`src/rtl/rdy_shift_pkg.sv`:
```
package rdy_shift_pkg;
  typedef enum logic [1:0] {
    PIN_HIGH = 2'd0,
    PIN_LOW  = 2'd1,
    PIN_DATA = 2'd2
  } pinMode_e;

  typedef struct packed {
    logic     clrPtr;
    logic     xfer;
    logic     shift;
    pinMode_e mode;
  } portCtl_t;
endpackage

```
`src/rtl/rdy_shift_ctrl.sv`:
```
module rdy_shift_ctrl
  import rdy_shift_pkg::*;
#(
  parameter int FRAME_LEN   = 384,
  parameter int PRE_HI      = 24,
  parameter int WR_LEN      = 6,
  parameter int POST_HI     = 6,
  parameter int SYNC_STAGES = 2
) (
  input  logic     clk,
  input  logic     rstN,
  input  logic     sclkIn,
  input  logic     ptrFull,
  output portCtl_t ctl
);
  localparam int CNT_W   = $clog2(FRAME_LEN);
  localparam int WR_END  = PRE_HI + WR_LEN;
  localparam int RDY_LEN = WR_END + POST_HI;

  logic [CNT_W-1:0]     frameCnt;
  logic [SYNC_STAGES:0] sclkPipe;
  logic                 sclkFall;
  logic                 inData;

  always_ff @(posedge clk or negedge rstN) begin
    if (!rstN) frameCnt <= '0;
    else if (frameCnt == CNT_W'(FRAME_LEN - 1)) frameCnt <= '0;
    else frameCnt <= frameCnt + 1'b1;
  end

  // pipe[0..SYNC_STAGES-1] synchronize, pipe[SYNC_STAGES] keeps the previous level
  always_ff @(posedge clk or negedge rstN) begin
    if (!rstN) sclkPipe <= '0;
    else       sclkPipe <= {sclkPipe[SYNC_STAGES-1:0], sclkIn};
  end

  assign sclkFall = sclkPipe[SYNC_STAGES] & ~sclkPipe[SYNC_STAGES-1];
  assign inData   = (frameCnt >= CNT_W'(RDY_LEN));

  always_comb begin
    ctl.clrPtr = (frameCnt == '0) || (frameCnt == CNT_W'(PRE_HI));
    ctl.xfer   = (frameCnt == CNT_W'(PRE_HI));
    ctl.shift  = sclkFall && inData && !ptrFull;
    if (inData)                                                   ctl.mode = PIN_DATA;
    else if (frameCnt >= CNT_W'(PRE_HI) && frameCnt < CNT_W'(WR_END)) ctl.mode = PIN_LOW;
    else                                                          ctl.mode = PIN_HIGH;
  end
endmodule

```
`src/rtl/rdy_shift_dp.sv`:
```
module rdy_shift_dp
  import rdy_shift_pkg::*;
#(
  parameter int DATA_W = 24
) (
  input  logic                        clk,
  input  logic                        rstN,
  input  portCtl_t                    ctl,
  input  logic                        loadValid,
  input  logic [DATA_W-1:0]           loadData,
  output logic [$clog2(DATA_W+1)-1:0] bitPtr,
  output logic                        ptrFull,
  output logic                        pinOut
);
  localparam int PTR_W = $clog2(DATA_W + 1);

  logic [DATA_W-1:0] heldWord;
  logic [DATA_W-1:0] outReg;
  logic [PTR_W-1:0]  bitIdx;

  always_ff @(posedge clk or negedge rstN) begin
    if (!rstN) begin
      heldWord <= '0;
      outReg   <= '0;
    end else begin
      if (loadValid) heldWord <= loadData;
      if (ctl.xfer)  outReg   <= heldWord;
    end
  end

  always_ff @(posedge clk or negedge rstN) begin
    if (!rstN)           bitPtr <= '0;
    else if (ctl.clrPtr) bitPtr <= '0;
    else if (ctl.shift)  bitPtr <= bitPtr + 1'b1;
  end

  assign ptrFull = (bitPtr == PTR_W'(DATA_W));
  assign bitIdx  = PTR_W'(DATA_W - 1) - bitPtr;

  always_comb begin
    unique case (ctl.mode)
      PIN_LOW:  pinOut = 1'b0;
      PIN_DATA: pinOut = ptrFull ? 1'b0 : outReg[bitIdx];
      default:  pinOut = 1'b1;
    endcase
  end
endmodule

```
`src/rtl/rdy_shift_port.sv`:
```
module rdy_shift_port
  import rdy_shift_pkg::*;
#(
  parameter int DATA_W      = 24,
  parameter int FRAME_LEN   = 384,
  parameter int PRE_HI      = 24,
  parameter int WR_LEN      = 6,
  parameter int POST_HI     = 6,
  parameter int SYNC_STAGES = 2
) (
  input  logic              clk,
  input  logic              rstN,
  input  logic              loadValid,
  input  logic [DATA_W-1:0] loadData,
  input  logic              sclkIn,
  output logic              pinOut
);
  localparam int PTR_W = $clog2(DATA_W + 1);

  portCtl_t         ctl;
  logic [PTR_W-1:0] bitPtr;
  logic             ptrFull;

  rdy_shift_ctrl #(
    .FRAME_LEN(FRAME_LEN), .PRE_HI(PRE_HI), .WR_LEN(WR_LEN),
    .POST_HI(POST_HI), .SYNC_STAGES(SYNC_STAGES)
  ) u_ctrl (
    .clk(clk), .rstN(rstN), .sclkIn(sclkIn), .ptrFull(ptrFull), .ctl(ctl)
  );

  rdy_shift_dp #(.DATA_W(DATA_W)) u_dp (
    .clk(clk), .rstN(rstN), .ctl(ctl), .loadValid(loadValid),
    .loadData(loadData), .bitPtr(bitPtr), .ptrFull(ptrFull), .pinOut(pinOut)
  );
endmodule

```
`config.mk`:
```
export PLATFORM = sky130hd
export DESIGN_NAME = rdy_shift_port
export DESIGN_NICKNAME = d
export VERILOG_FILES = /design/src/rtl/rdy_shift_pkg.sv /design/src/rtl/rdy_shift_ctrl.sv /design/src/rtl/rdy_shift_dp.sv /design/src/rtl/rdy_shift_port.sv
export SDC_FILE = /design/constraint.sdc
export NUM_CORES = 1
export LEC_CHECK = 0
export ABC_AREA = 1
export BUFFER_PORTS_ARGS = -buffer_cell sky130_fd_sc_hd__buf_2
export CAP_MARGIN = 20
export CORE_ASPECT_RATIO = 1.5
export CORE_MARGIN = 8
export CORE_UTILIZATION = 55
export CTS_CLUSTER_DIAMETER = 60
export DETAILED_ROUTE_END_ITERATION = 6
export GPL_TIMING_DRIVEN = 1
export PLACE_DENSITY = 0.72
export SLEW_MARGIN = 25
export SYNTH_ARGS = -nofsm -noshare
export SYNTH_HDL_FRONTEND = slang
export SYNTH_SLANG_ARGS = --single-unit
export TNS_END_PERCENT = 1
```
`constraint.sdc`:
```
create_clock -name clk -period 2.8 [get_ports clk]
set_input_delay 0.28 -clock clk [delete_from_list [all_inputs] [get_ports clk]]
set_output_delay 0.28 -clock clk [all_outputs]
set_load 0.02 [all_outputs]
```
==> results.json, run 1 <==
{
  "yosys.area_share.simple": 0.204,
  "drv_cap": 0,
  "cpMostUsedCell": "nand2_1",
  "cp_num_buf_inv": 3,
  "synth.most_common_cell": "nand2_1",
  "yosys_warnings": 0,
  "n_fill_cell": 501,
  "areaGrowthSynthToFinish_pct": 14.4,
  "ys_types": 28,
  "drtIter0Drc": 103,
  "layout-drive-gt1-share": 0.222,
  "synth_area_um2": 2990,
  "powerDensity_nw_per_um2": 688,
  "worstSetupStartpointType": "flip-flop",
  "post-route-min-period_ps": 2420,
  "synth_xor_area_frac": 0.00878,
  "clkTransAtPathRegs_ps": 70,
  "vias": 2176,
  "synth_top_family_by_area": "simple AND/OR/NAND/NOR gates",
  "r2r_slack_ps": 1000,
  "drtAntennaViolNets": 0,
  "die_w_um": 76.2,
  "seq_power_share": 0.457,
  "clkLatencyLatePin_ps": 330,
  "synth_edf_count": 0,
  "path_class": "flip-flop to output port",
  "worstPathCellList": "buf_4 > clkinv_1 > ha_1 > nand2_1 > nor2_1 > nor2_2 > nand2_1 > nor2_1 > nand3_1 > nand2_1 > buf_2",
  "ys_seq_elements": 65,
  "utilization": 0.638,
  "finalPower_mw": 2.36,
  "grtUsageTotal": 0.152,
  "critPathMaxStageDelay_ps": 320,
  "critPathCaptureType": "output port",
  "synth_common_cells": "nand2_1 (79), dfrtp_1 (65), inv_1 (44)",
  "finalHoldViolCount": 0,
  "rows": 33,
  "crit_slowest_cell": "dfrtp_1",
  "syn_inst": 331,
  "synth_fa_ha_area_frac": 0.0167,
  "final_area_um2": 3430,
  "dpl_cell_area_um2": 3180,
  "slew_violations": 0,
  "setup_viol": 0,
  "hold_path_class": "input pin to flip-flop",
  "cp.arrival_ps": 2140,
  "die_area_um2": 8110,
  "ff2ff_path_depth": 10,
  "numPortBuffers": 28,
  "tns_ps": 0,
  "p_leak_nw": 1.71,
  "grt_max_degree": 38,
  "ys.flop_type": "dfrtp_1",
  "root_buffer": "clkbuf_8",
  "yosysTopAreaCell": "dfrtp_1",
  "max_slew_margin": 0.620,
  "cts.sinks": 65,
  "synth-compound-area-share": 0.0882,
  "die_h_um": 106,
  "postCtsSetupBuffers": 0,
  "crit_required_ps": 2520,
  "clkPwrFrac": 0.396,
  "crit_fanout": 22,
  "cts.htree.levels": 3,
  "power_switching_mw": 0.605,
  "hpwl_um": 4200,
  "synthArstFlopShare": 1.00,
  "synthMuxAreaShare": 0.0564,
  "clock_path_buffers": 2,
  "drc": 0,
  "whs_ps": 62.2,
  "syn_avg_cell_area_um2": 9.05,
  "yosysTopAreaCellShare": 0.543,
  "grt_pass1_wl_um": 9980,
  "wire_per_inst_um": 13.1,
  "period_share": 0.865,
  "synth.yosys.seq_area_share": 0.543,
  "outcome": "finished, final reports clean",
  "io_pins": 29,
  "numCtsBuffers": 9,
  "wirelength_um": 5770,
  "cp.depth": 11,
  "p_int_mw": 1.75,
  "antennaDiodeCount": 0,
  "synthTopCellsByArea": "dfrtp_1 (54%), nand2_1 (9.9%), mux2_2 (5.6%), inv_1 (5.5%), o21ai_0 (5.3%)",
  "finalClockSkew_ps": 15.4,
  "syn-num-nets": 363,
  "tightest_slew_ps": 570,
  "ir_worst_vdd_mv": 0.491,
  "min_path_cells": 1,
  "viasPerCell": 4.96,
  "core_um2": 5370,
  "start_util": 0.558,
  "comb_power_share": 0.147,
  "grt_pass1_vias": 2267,
  "place.gp.congestion": 0.874,
  "fmax_mhz": 413,
  "cp_top_family": "buffers and inverters",
  "rsz0062_at_grt": "false",
  "sw_frac_of_total": 0.257,
  "firstDrtPassIters": 4,
  "antenna_found_initial": 0,
  "cts_tree": "built",
  "grt_overflow_total": 0,
  "nets": 396
}
-- cell type report --
class,count,area [um^2],area share
Tap cell,70,87.6,0.0256
Sequential cell,65,1630,0.475
Timing Repair Buffer,33,180,0.0526
Inverter,47,176,0.0515
Multi-Input combinational cell,208,1120,0.327
Clock inverter,5,104,0.0303
Clock buffer,11,131,0.0383
-- cells in the final DEF (no fill, tap or decap), drive strengths merged, types with 4 or more instances in the layout --
cell	n
buf	32
clkbuf	11
dfrtp	65
ha	4
inv	46
mux2	15
nand2	82
nand3	26
nor2	25
o21ai	42
or2	4
-- per-stage QoR --
| step | cells | setup WS, ps |
|---|---|---|
| after floorplan | 331 | 1150 |
| after global placement | 422 | 795 |
| after detailed placement | 422 | 729 |
| after CTS | 439 | 365 |
| after global routing | 439 | 179 |
| final | 439 | 379 |
-- worst paths after layout --
kind	start	endpoint
worst max-delay path	u_dp.bitPtr[0]	pinOut
worst min-delay path	sclkIn	u_ctrl.sclkPipe[0]
worst max register to register	u_dp.bitPtr[0]	u_dp.bitPtr[3]
worst min register to register	u_ctrl.sclkPipe[0]	u_ctrl.sclkPipe[1]
max in group asynchronous	rstN	u_dp.outReg[4]
min in group asynchronous	rstN	u_ctrl.frameCnt[7]
-- routing by layer --
metal | GRT usage | share of wire
met5 | 0 | 0
met4 | 0.0635 | 0.018
met3 | 0.0405 | 0.021
met2 | 0.275 | 0.53
met1 | 0.163 | 0.43
-- registers in the layout (all words and copies together), names as in the netlist --
signal	cells
u_ctrl.sclkPipe	3
u_ctrl.frameCnt	9
u_dp.outReg	24
u_dp.heldWord	24
u_dp.bitPtr	5
-- worst register-to-register path: stages (launching register included) --
cell and delay, ps:
dfrtp_1 320, buf_4 230, clkinv_1 260, ha_1 270, nand2_1 60, nor2_1 50, nor2_2 150, nand2_2 110
nand2_4 110, nand3b_1 100, nand2_1 70
-- kinds of logic after synthesis --
group	after synthesis
buffers and inverters	58
xor gates and xnor gates	3
adders and majority gates	4
and+or+nand+nor	141
muxes	15
AOI/OAI and AO/OA	45
DFF	65
-- power by group through the flow --
stage	Combinational (mW)	Sequential, mW	Clock, mW
finish	0.347	1.08	0.934
global route	0.400	1.09	0.993
CTS	0.351	1.08	0.953
detailed placement	0.347	1.09	0
global placement	0.344	1.09	0
floorplan	0.266	1.07	0
-- what timing repair did --
action | in CTS | in global routing
hold buffers | 1 | 0
hold endpoints to repair | 28 | 0
resized for setup | 0 | 0
Power figures use the tool's default switching activity.
==> inputs of run 2 (changes only) <==
BUFFER_PORTS_ARGS = -buffer_cell sky130_fd_sc_hd__buf_4   (was -buffer_cell sky130_fd_sc_hd__buf_2)
==> run 2 against run 1 <==
Compared with the run above: flip-flop and latch count did not move; routed wire length fell by 0.40%; largest power group unchanged; highest routed layer unchanged; power rose by 6.6%.
==> results.json, run 2 (synthesized netlist as in run 1, its figures left out) <==
{
  "outcome": "finished, final reports clean",
  "firstDrtPassIters": 4,
  "ctsResizeCount": 0,
  "clock_path_buffers": 2,
  "place.gp.congestion": 0.868,
  "final_area_um2": 3510,
  "crit_required_ps": 2520,
  "grt_overflow_total": 0,
  "io_pins": 29,
  "hold_path_class": "input pin to asynchronous set/reset pin",
  "rows": 33,
  "placed_cells": 420,
  "path_class": "flip-flop to output port",
  "max_slew_margin": 0.462,
  "period_share": 0.846,
  "worstSetupStartpointType": "flip-flop",
  "hpwl_um": 4090,
  "numCtsBuffers": 9,
  "critPathLaunch": "u_dp.bitPtr[0]",
  "grtUsageTotal": 0.155,
  "layout-drive-gt1-share": 0.224,
  "slew_violations": 0,
  "wire_per_inst_um": 13.2,
  "crit_fanout": 22,
  "p_leak_nw": 1.74,
  "cts.sinks": 65,
  "areaGrowthSynthToFinish_pct": 17.2,
  "finalHoldViolCount": 0,
  "root_buffer": "clkbuf_8",
  "r2r_slack_ps": 1060,
  "finalPower_mw": 2.51,
  "die_area_um2": 8110,
  "grt_pass1_wl_um": 10000,
  "numPortBuffers": 28,
  "grt_pass1_vias": 2254,
  "final_cell_mix": "nand2_1 (79), dfrtp_1 (65), inv_1 (44), o21ai_0 (32), buf_4 (30)",
  "drtAntennaViolNets": 0,
  "ir_worst_vdd_mv": 0.602,
  "cp.arrival_ps": 2090,
  "tns_ps": 0,
  "dpl_cell_area_um2": 3240,
  "clkTransAtPathRegs_ps": 70,
  "finalClockSkew_ps": 11.5,
  "cts_hold_buffers": 0,
  "drv_cap": 0,
  "core_um2": 5370,
  "vias": 2173,
  "critPathCaptureType": "output port",
  "n_fill_cell": 465,
  "drc": 0,
  "antennaDiodeCount": 0,
  "rsz0062_at_grt": "false",
  "largestRegisters": "u_dp.heldWord: 24 flops, u_dp.outReg: 24 flops, u_ctrl.frameCnt: 9 flops",
  "start_util": 0.558,
  "drtIter0Drc": 108,
  "fin_ws_ps": 430,
  "r2r-start": "u_dp.bitPtr[0]",
  "grt_max_degree": 66,
  "antenna_found_initial": 0,
  "clkLatencyLatePin_ps": 350,
  "nets": 393,
  "powerDensity_nw_per_um2": 716,
  "wirelength_um": 5750,
  "stdcell_count": 436,
  "cts.htree.levels": 3,
  "pre_cts_ws_ps": 790,
  "fmax_mhz": 422,
  "post-route-min-period_ps": 2370,
  "die_w_um": 76.2,
  "postCtsSetupBuffers": 0,
  "die_h_um": 106,
  "final_common_cell": "nand2_1",
  "setup_viol": 0,
  "tightest_slew_ps": 807,
  "cts_tree": "built",
  "viasPerCell": 4.98
}
-- run 2: final timing paths --
| check | endpoint | cells after the start |
|---|---|---|
| worst max-delay path | pinOut | 11 |
| worst min-delay path | u_ctrl.frameCnt[7] | 1 |
| worst max register to register | u_dp.bitPtr[2] | 10 |
| worst min register to register | u_ctrl.sclkPipe[1] | 0 |
| max in group asynchronous | u_dp.heldWord[16] | 1 |
| min in group clk | u_ctrl.sclkPipe[0] | 1 |
-- run 2: worst max-delay path: stages, from the launching register on --
cell      delay [ps]
dfrtp_1          330
buf_4            230
clkinv_1         240
ha_1             260
nand2_1           60
nor2_1            50
nor2_2           150
nand2_1           60
nor2_1            90
nand3_1           80
nand2_1           60
buf_4            130
-- run 2: where the power goes --
part | total, mW | switching [mW] | internal, mW
clock network | 1.08 | 0.370 | 0.709
registers | 1.08 | 0.0551 | 1.02
logic | 0.359 | 0.207 | 0.152
total | 2.51 | 0.632 | 1.88
-- run 2: stage by stage --
step                      hold WS [ps]   util
final                             17.4  0.654
after global routing              20.3  0.654
after CTS                         24.6  0.654
after detailed placement           337  0.603
after global placement             335  0.603
after floorplan                  -15.6      -
-- run 2: area by class of cell --
cell class / instances / area [um^2] / area share
clock inverter: 6 / 136 / 0.0389
clock buffer: 10 / 138 / 0.0392
timing repair buffer: 30 / 225 / 0.0642
sequential: 65 / 1630 / 0.463
tap: 70 / 87.6 / 0.0250
multi-input combinational: 208 / 1120 / 0.319
inverter: 47 / 176 / 0.0503
-- run 2: routing by layer --
metal | vias to the layer above | share of wire | global-route usage
li1 | 1100 | - | -
met1 | 1028 | 0.42 | 0.166
met2 | 34 | 0.52 | 0.270
met3 | 11 | 0.034 | 0.0473
met4 | 0 | 0.024 | 0.0760
met5 | - | 0 | 0
==> inputs of run 3 (changes only) <==
ABC_AREA = 0   (was 1)
CORE_UTILIZATION = 52   (was 55)
PLACE_DENSITY = 0.71   (was 0.72)
clock period = 2.06 ns   (was 2.8 ns; I/O delays follow)
==> run 3 against run 2 <==
Compared with the run above: the run now ends with negative setup slack left; clock skew down 2.6 ps; routed wire length down 14%; non-clock buffer count up 12; clock power about the same; critical path depth down 5; clock-buffer cell count unchanged; combinational power up 110%; register-to-register slack worse by 940 ps; core utilization down 1.6 points; final cell count down 27%; global-route usage down 2.6 points; critical endpoint unchanged.
==> results.json, run 3 <==
{
  "drtIter0Drc": 71,
  "core_um2": 5450,
  "tightest_slew_ps": 790,
  "cp.arrival_ps": 2060,
  "period_share": 1.10,
  "yosys_warnings": 0,
  "cts_tree": "built",
  "final_common_cell": "dfrtp_1",
  "setup_viol": 1,
  "wire_per_inst_um": 15.5,
  "io_pins": 29,
  "drc": 0,
  "n_fill_cell": 440,
  "grt_overflow_total": 0,
  "grt_pass1_vias": 1864,
  "max_slew_margin": 0.474,
  "synth_common_cells": "dfrtp_1 (65), mux2_2 (49), nor2_1 (10)",
  "crit_slowest_cell": "mux4_2",
  "grt_max_degree": 66,
  "path_class": "flip-flop to output port",
  "final_area_um2": 3480,
  "pre_cts_ws_ps": 112,
  "finalHoldViolCount": 0,
  "whs_ps": 100,
  "seq_power_share": 0.450,
  "clock_path_buffers": 2,
  "critPathCaptureType": "output port",
  "cp_top_family": "multiplexers",
  "drtAntennaViolNets": 0,
  "synth_area_um2": 2910,
  "largestRegisters": "u_dp.heldWord: 24 flops, u_dp.outReg: 24 flops, u_ctrl.frameCnt: 9 flops",
  "numPortBuffers": 28,
  "fmax_mhz": 441,
  "slew_violations": 0,
  "antennaDiodeCount": 0,
  "synth.yosys.seq_area_share": 0.559,
  "yosysTopAreaCellShare": 0.559,
  "synth.most_common_cell": "dfrtp_1",
  "rsz0062_at_grt": "true",
  "place.gp.congestion": 0.815,
  "grtUsageTotal": 0.129,
  "dpl_cell_area_um2": 3180,
  "root_buffer": "clkbuf_8",
  "ys_types": 37,
  "synth_edf_count": 0,
  "outcome": "finished, violations left",
  "firstDrtPassIters": 4,
  "wirelength_um": 4930,
  "grt_pass1_wl_um": 8550,
  "crit_required_ps": 1850,
  "synthArstFlopShare": 1.00,
  "comb_power_share": 0.222,
  "final_cell_mix": "dfrtp_1 (65), mux2_2 (48), buf_4 (39), nor2_1 (10), clkbuf_8 (9)",
  "yosysTopAreaCell": "dfrtp_1",
  "areaGrowthSynthToFinish_pct": 19.5,
  "cp_num_buf_inv": 2,
  "syn_avg_cell_area_um2": 14.3,
  "numCtsBuffers": 9,
  "p_leak_nw": 1.56,
  "hpwl_um": 3360,
  "post-route-min-period_ps": 2270,
  "ys.flop_type": "dfrtp_1",
  "syn-num-nets": 235,
  "power_switching_mw": 0.827,
  "hold_path_class": "input pin to flip-flop",
  "powerDensity_nw_per_um2": 970,
  "failed_checks": "negative setup slack",
  "finalClockSkew_ps": 8.90,
  "die_area_um2": 8300,
  "cts.htree.levels": 3,
  "antenna_found_initial": 0,
  "die_h_um": 108,
  "clkPwrFrac": 0.328,
  "die_w_um": 77.1,
  "critPathMaxStageDelay_ps": 470,
  "viasPerCell": 5.42,
  "synthTopCellsByArea": "dfrtp_1 (56%), mux2_2 (19%), mux4_1 (3.6%), ha_1 (1.7%), mux4_2 (1.5%)",
  "drv_cap": 0,
  "sw_frac_of_total": 0.245,
  "ir_worst_vdd_mv": 0.661,
  "p_int_mw": 2.54,
  "worstPathCellList": "buf_4 > mux4_2 > mux2_4 > nor3_4 > o41ai_2 > buf_4",
  "worstSetupStartpointType": "flip-flop",
  "layout-drive-gt1-share": 0.468,
  "clkTransAtPathRegs_ps": 70,
  "vias": 1724,
  "ys_seq_elements": 65,
  "rows": 33,
  "cpMostUsedCell": "buf_4",
  "clkLatencyLatePin_ps": 330,
  "crit_fanout": 3,
  "nets": 277,
  "start_util": 0.534,
  "cts.sinks": 65,
  "fin_ws_ps": -206,
  "tns_ps": -206,
  "syn_inst": 203
}
## run 3: cell types whose count changed in the layout (fill, tap and decap cells not counted), moves of 3 or more
cell,change
o21ai_2,-9
nor2_1,-11
buf_4,+9
mux4_1,+3
mux2_2,+33
mux4_2,+3
nor2_2,-4
xnor2_1,+5
nand3_1,-19
inv_1,-39
nand2_1,-74
o21ai_0,-30
## run 3: repair_timing
action                                  4_1_cts  5_1_grt
pin swaps                                     2        0
setup buffers                                 7        0
gates resized for setup                       4        5
endpoints found under the setup margin        1        1
endpoints found under the hold margin        66        0
hold buffers                                  2        0
## run 3: cell type report
cell class                 count  area [um^2]  share of cell area
sequential                    65         1630               0.468
multi-input combinational    122         1220               0.352
timing repair buffer          42          324              0.0932
clock buffer                  10          128              0.0367
tap                           70         87.6              0.0252
clock inverter                 4         70.1              0.0202
inverter                       5         18.8             0.00540
## run 3: logic make-up (layout without fill, tap and decap cells)
group / after synthesis / after routing / share of synthesized area
xor gates and xnor gates: 9 / 9 / 0.0271
AOI/OAI and AO/OA: 15 / 15 / 0.0391
muxes: 57 / 57 / 0.248
buffers and inverters: 16 / 61 / 0.0314
adders and majority gates: 4 / 4 / 0.0172
and+or+nand+nor: 37 / 37 / 0.0782
DFF: 65 / 65 / 0.559
## run 3: power groups by stage
stage | logic [mW] | clock network, mW | registers (mW)
6_report | 0.749 | 1.11 | 1.52
5_1_grt | 0.818 | 1.19 | 1.54
4_1_cts | 0.732 | 1.14 | 1.51
3_5_place_dp | 0.591 | 0 | 1.55
3_3_place_gp | 0.581 | 0 | 1.54
2_1_floorplan | 0.477 | 0 | 1.49
## run 3: through the flow
stage | power [mW] | utilization | instances
6_report | 3.37 | 0.638 | 318
5_1_grt | 3.54 | 0.638 | 318
4_1_cts | 3.38 | 0.635 | 318
3_5_place_dp | 2.14 | 0.584 | 295
3_3_place_gp | 2.12 | 0.584 | 295
2_1_floorplan | 1.97 | - | 203
## run 3: routing by layer
metal  wire length (um)  global-route usage  vias up
met5                  0                   0        -
met2               2650               0.227       20
li1                   -                   -      813
met4                 76              0.0569        0
met1               2040               0.137      882
met3                162              0.0435        9
## run 3: worst paths after layout
kind                                     from                  to  slack [ps]  depth (start not counted)
max                            u_dp.bitPtr[0]              pinOut        -210                          6
min                              loadData[12]   u_dp.heldWord[12]         100                          2
max reg2reg                    u_dp.bitPtr[0]      u_dp.bitPtr[4]         120                          8
min reg2reg                u_ctrl.sclkPipe[0]  u_ctrl.sclkPipe[1]         360                          0
max in group asynchronous                rstN    u_dp.heldWord[8]        1040                          2
min in group asynchronous                rstN  u_ctrl.frameCnt[0]         510                          2
